--- config.mk ---
export PLATFORM = sky130hd
export DESIGN_NAME = mmio_win_bridge
export DESIGN_NICKNAME = d
export VERILOG_FILES = /design/src/rtl/mmio_win_bridge.sv
export SDC_FILE = /design/constraint.sdc
export NUM_CORES = 1
export LEC_CHECK = 0
export ABC_AREA = 0
export BUFFER_PORTS_ARGS = -buffer_cell sky130_fd_sc_hd__buf_2
export CORE_MARGIN = 5
export CORE_UTILIZATION = 30
export DETAILED_ROUTE_END_ITERATION = 8
export MAX_ROUTING_LAYER = met4
export PLACE_DENSITY_LB_ADDON = 0.15
export SYNTH_ARGS = -nofsm -noshare
export SYNTH_HDL_FRONTEND = slang
export SYNTH_SLANG_ARGS = --single-unit
--- constraint.sdc ---
create_clock -name clk -period 9.7 [get_ports clk]
set_clock_uncertainty 0.1 [all_clocks]
set_input_delay 1.455 -clock clk [delete_from_list [all_inputs] [get_ports clk]]
set_output_delay 1.455 -clock clk [all_outputs]
set_load 0.03 [all_outputs]
--- src/rtl/mmio_win_bridge.sv ---
module mmio_win_bridge #(
  parameter int          LEG_BASE  = 12'h400,
  parameter int          LEG_SPAN  = 32,
  parameter int          PORT_W    = 10,
  parameter int          PORT_BASE = 10'h3C0,
  parameter int          MODE_BASE = 12'h500,
  parameter int          MODE_REGS = 11,
  parameter int          EXT_BASE  = 12'h600,
  parameter logic [31:0] BE_MAGIC  = 32'hBEBEBEBE,
  parameter logic [31:0] LE_MAGIC  = 32'h1E1E1E1E,
  parameter int          DEF_REV   = 1
) (
  input  logic              clk,
  input  logic              rst_n,
  input  logic              req_valid,
  input  logic              req_write,
  input  logic [11:0]       req_addr,
  input  logic [1:0]        req_size,
  input  logic [31:0]       req_wdata,
  output logic              rsp_ready,
  output logic [31:0]       rsp_rdata,
  input  logic              ext_en,
  output logic [7:0]        rev_id,
  output logic              big_endian,
  output logic              lp_req,
  output logic              lp_we,
  output logic [PORT_W-1:0] lp_port,
  output logic [7:0]        lp_wdata,
  input  logic              lp_ack,
  input  logic [7:0]        lp_rdata,
  output logic              mr_idx_wr,
  output logic [$clog2(MODE_REGS)-1:0] mr_idx,
  output logic              mr_req,
  output logic              mr_we,
  output logic [15:0]       mr_wdata,
  input  logic              mr_ack,
  input  logic [15:0]       mr_rdata
);
  localparam int IDX_W  = $clog2(MODE_REGS);
  localparam int LOFF_W = $clog2(LEG_SPAN);
  localparam logic [31:0] EXT_SIZE = 32'd8;

  typedef enum logic [1:0] {S_IDLE, S_LEG, S_MIDX, S_MDAT} st_t;
  st_t st;

  logic [2:0]  nb;
  logic [12:0] loff, moff;
  logic        in_leg, in_mode, in_ext;
  logic        we;
  logic [31:0] wd, rd;
  logic [1:0]  cnt, last;
  logic [PORT_W-1:0] port;
  logic [IDX_W-1:0]  idx;

  assign nb      = 3'd1 << req_size;
  assign loff    = {1'b0, req_addr} - 13'(LEG_BASE);
  assign moff    = {1'b0, req_addr} - 13'(MODE_BASE);
  assign in_leg  = (req_size != 2'd3) && (({1'b0, loff} + 14'(nb)) <= 14'(LEG_SPAN));
  assign in_mode = moff < 13'(2 * MODE_REGS);
  assign in_ext  = ext_en && (req_size == 2'd2) &&
                   ((req_addr == 12'(EXT_BASE)) || (req_addr == 12'(EXT_BASE + 4)));

  assign rev_id    = ext_en ? 8'd2 : 8'(DEF_REV);
  assign rsp_rdata = rd;
  assign lp_req    = (st == S_LEG);
  assign lp_we     = we;
  assign lp_port   = port;
  assign lp_wdata  = wd[7:0];
  assign mr_idx_wr = (st == S_MIDX);
  assign mr_idx    = idx;
  assign mr_req    = (st == S_MDAT);
  assign mr_we     = we;
  assign mr_wdata  = wd[15:0];

  always_ff @(posedge clk) begin
    if (!rst_n) begin
      st <= S_IDLE; rsp_ready <= 1'b0; big_endian <= 1'b0; we <= 1'b0;
      wd <= '0; rd <= '0; cnt <= '0; last <= '0; port <= '0; idx <= '0;
    end else begin
      rsp_ready <= 1'b0;
      case (st)
        S_IDLE: if (req_valid) begin
          we <= req_write;
          wd <= req_wdata;
          rd <= '0;
          if (in_leg) begin
            st   <= S_LEG;
            port <= PORT_W'(PORT_BASE) + PORT_W'(loff[LOFF_W-1:0]);
            cnt  <= '0;
            last <= 2'(nb - 3'd1);
          end else if (in_mode) begin
            st  <= S_MIDX;
            idx <= moff[IDX_W:1];
          end else begin
            rsp_ready <= 1'b1;
            if (in_ext) begin
              if (req_addr[2]) begin
                rd <= big_endian ? BE_MAGIC : LE_MAGIC;
                if (req_write && req_wdata == BE_MAGIC) big_endian <= 1'b1;
                else if (req_write && req_wdata == LE_MAGIC) big_endian <= 1'b0;
              end else begin
                rd <= EXT_SIZE;
              end
            end
          end
        end
        S_LEG: if (lp_ack) begin
          rd[{cnt, 3'b000} +: 8] <= lp_rdata;
          wd   <= {8'd0, wd[31:8]};
          port <= port + 1'b1;
          cnt  <= cnt + 1'b1;
          if (cnt == last) begin
            st <= S_IDLE; rsp_ready <= 1'b1;
          end
        end
        S_MIDX: st <= S_MDAT;
        S_MDAT: if (mr_ack) begin
          rd <= {16'd0, mr_rdata};
          st <= S_IDLE; rsp_ready <= 1'b1;
        end
        default: st <= S_IDLE;
      endcase
    end
  end

  a_r12_ready_pulse: assert property (@(posedge clk) disable iff (!rst_n)
    rsp_ready |=> !rsp_ready);
  a_r12_no_req_while_busy: assert property (@(posedge clk) disable iff (!rst_n)
    req_valid |-> (st == S_IDLE));
  a_r3_hold_until_ack: assert property (@(posedge clk) disable iff (!rst_n)
    lp_req && !lp_ack |=> lp_req && $stable(lp_port) && $stable(lp_wdata));
  a_r5_ports_ascend: assert property (@(posedge clk) disable iff (!rst_n)
    lp_req && lp_ack |=> !lp_req || (lp_port == $past(lp_port) + 1'b1));
  a_r6_index_then_data: assert property (@(posedge clk) disable iff (!rst_n)
    mr_idx_wr |=> mr_req && $stable(mr_idx));
  a_r6_data_after_index: assert property (@(posedge clk) disable iff (!rst_n)
    $rose(mr_req) |-> $past(mr_idx_wr));
  a_r8_magic_only: assert property (@(posedge clk) disable iff (!rst_n)
    !$stable(big_endian) |-> $past(req_valid && req_write && ext_en && req_size == 2'd2 &&
      req_addr == 12'(EXT_BASE + 4) && (req_wdata == BE_MAGIC || req_wdata == LE_MAGIC)));
endmodule

==> impl_metrics.ini <==
[die]
die-area_um2 = 19190
initial_core_util_pct = 30.21
die_h_um = 138.5
rows = 47
die-width_um = 138.5
top_level_ports = 162
coreArea_um2 = 16410

[pwr]
peakVddDrop_v = 0.00009012
cellPowerDensity_nw_per_um2 = 143.8
p_leak_nw = 2.652

[drt]
vias_per_cell = 5.199
drt_wl_total_mm = 16.92
avgRoutedWirePerCell_um = 17.46
drt_pre_antenna_iters = 5
first_iter_violations = 397
final_antenna_net_count = 0
vias = 5038
drc = 0

[placement]
hpwl_mm = 12.41
dpl-instance-area_um2 = 5679
place_congestion = 0.8340
portBuffers = 155

[clock_tree]
cts_root_buf = clkbuf_16
clockBufferDepth = 2
cts_made_buffers = 9
post_cts_resized = 0
htree_num_levels = 3
clk_pin_slew_worst_paths_ps = 70
clk_latency_ps = 340
hold_buffers = 0
cts.sinks = 87
post-cts-setup-buffer-count = 0
cts_tree = yes

[setup_path]
cp.buffers_inverters = 1
worst_ep_arrival_time_ps = 4630
crit_fanout = 11
critPathKind = primary input to flip-flop
cpLargestDelayFamily = compound AO/OA/AOI/OAI gates
end_kind = flip-flop
worstSetupStartpoint = req_size[1]
max_stage_delay_ps = 800
r2r_start = st[0]$_SDFFE_PN0P_
slowest_stage = nor3_2
critical_path_required_ps = 9850
crit_path_start_kind = primary input
worstPathCellList = buf_2 -> nor2_1 -> ha_1 -> fa_1 -> maj3_1 -> a31o_1 -> o21ai_0 -> o211ai_1 -> nor3_2 -> a211oi_1 -> a311oi_1

[cells_and_area]
seq_area_um2 = 1742
synthToLayoutAreaGrowth_pct = 20.27
utilization_pct = 36.34
multi_input_area_um2 = 2744
finalInstanceArea_um2 = 5962
final_nets = 834
drive_above_1_share_pct = 24.90
final.fill_count = 1755

[logic_synthesis]
yosys_warnings = 0
synthFlopType = dfxtp_1
async_reset_ff_share_pct = 0
synth_area_leaders = dfxtp_1 35%, nand2_1 7.6%, nor2_1 5.5%
synth_edf_count = 0
avgSynthCellArea_um2 = 7.807
netlist_area_um2 = 4957
synth_cells = 635
yosysTopAreaCell = dfxtp_1
synthDistinctLibCells = 66
synth_seq_area_share_pct = 35.13
synth_top_area_share_pct = 35.13
ys_seq_elements = 87

[worst_hold_path]
hp-start = wd[29]$_SDFFE_PN0P_
hp-class = flip-flop to flip-flop

[timing]
slew_headroom_pct = 15.67
fmax_ghz = 0.2231
setup_viol = 0
period_needed_ps = 4482
rsz0062_at_grt = no
hold_viol = 0
tns_ps = 0
finalMaxSlewViolations = 0
period_share_pct = 46.21
tightest_slew_ps = 1255

[grt]
track_usage_pct = 17.36
grt_overflow_total = 0
grt_pass1_wl_mm = 26.37
grt_max_degree = 56
antenna_found_initial = 2
grt_pass1_vias = 4792

[flow_run]
maxCapViolCount = 0

[run_status]
outcome = complete, no violations
==> worst register-to-register path, delay by kind of cell, from the launching register on <==
| family | cells | cell delay [ps] |
|---|---|---|
| AOI/OAI and AO/OA | 3 | 840 |
| muxes | 1 | 260 |
| and+or+nand+nor | 2 | 1170 |
| DFF | 1 | 760 |
==> cells in the mapped netlist (5+ instances only) <==
cell,instances
a21oi_1,41
a221o_1,8
a222oi_1,5
a22oi_1,8
a311oi_1,29
a31oi_1,9
and3_1,7
buf_4,34
clkbuf_1,30
dfxtp_1,87
ha_1,14
inv_1,23
mux2i_1,6
nand2_1,101
nand3_1,9
nand4_1,10
nor2_1,72
nor2b_1,8
nor4_1,10
o211ai_1,8
o21ai_0,32
o221a_1,8
==> registers in the layout (all words and copies together) (netlist names) <==
signal / cells
big_endian: 1
mr_idx: 4
last: 2
st: 2
cnt: 2
lp_we: 1
lp_port: 10
rsp_ready: 1
wd: 32
rsp_rdata: 32
==> final cells by class <==
| class | count | area share (%) |
|---|---|---|
| multi-input combinational | 457 | 46.02 |
| inverter | 26 | 1.637 |
| timing repair buffer | 161 | 13.77 |
| clock buffer | 12 | 4.134 |
| tap | 220 | 4.617 |
| clock inverter | 4 | 0.5247 |
| antenna | 2 | 0.08395 |
| sequential | 87 | 29.21 |
==> power by group <==
| part | switching [mW] | leakage (nW) | internal, mW |
|---|---|---|---|
| Combinational | 0.0967 | 1.80 | 0.0466 |
| Clock | 0.147 | 0.137 | 0.182 |
| Sequential | 0.0111 | 0.713 | 0.374 |
| Total | 0.255 | 2.65 | 0.602 |
==> routing by layer <==
| metal | global-route usage, % | part of all wire, % | wire length (µm) | vias to the layer above |
|---|---|---|---|---|
| li1 | - | - | - | 2489 |
| met1 | 23.30 | 47 | 7973 | 2380 |
| met2 | 26.26 | 46 | 7855 | 154 |
| met3 | 4.241 | 5.3 | 903 | 15 |
| met4 | 4.576 | 1.1 | 184 | 0 |
| met5 | - | 0 | 0 | - |
==> kinds of logic (layout without fill, tap and decap cells) <==
logic type | count (synthesis) | count (layout) | synth area share, %
AND/OR/NAND/NOR | 240 | 240 | 21.76
AO/OA/AOI/OAI | 183 | 183 | 26.53
buffers and inverters | 96 | 203 | 10.05
flip-flops | 87 | 87 | 35.13
adder cells (fa/ha/maj) | 17 | 17 | 4.367
multiplexers | 6 | 6 | 1.212
XOR/XNOR | 5 | 5 | 0.8834
other | 1 | 8 | 0.07565
==> placed cells by master (no fill, tap or decap), types with 10 or more instances in the layout <==
| master | n |
|---|---|
| nand2_1 | 101 |
| nor2_1 | 71 |
| nand4_1 | 10 |
| ha_1 | 14 |
| dfxtp_1 | 87 |
| inv_1 | 23 |
| a21oi_1 | 41 |
| nor4_1 | 10 |
| o21ai_0 | 32 |
| a311oi_1 | 29 |
| buf_2 | 155 |
==> metrics by stage <==
step	std cells	hold WS [ps]	setup WS, ps	total power [mW]
2_1_floorplan	640	355.2	5591	0.4926
3_3_place_gp	951	357.8	5008	0.5356
3_5_place_dp	951	365.0	4925	0.5367
4_1_cts	967	373.0	5289	0.8687
5_1_grt	969	396.0	5053	0.8968
6_report	969	369.1	5218	0.8573
==> path summary, 6_finish.rpt <==
check / endpoint / slack (ps) / cells past startpoint
max: lp_port[7]$_SDFFE_PN0P_ / 5220 / 11
min: wd[21]$_SDFFE_PN0P_ / 370 / 2
max reg2reg: lp_port[7]$_SDFFE_PN0P_ / 6480 / 6
min reg2reg: wd[21]$_SDFFE_PN0P_ / 370 / 2
(Power assumes the default switching activity.)
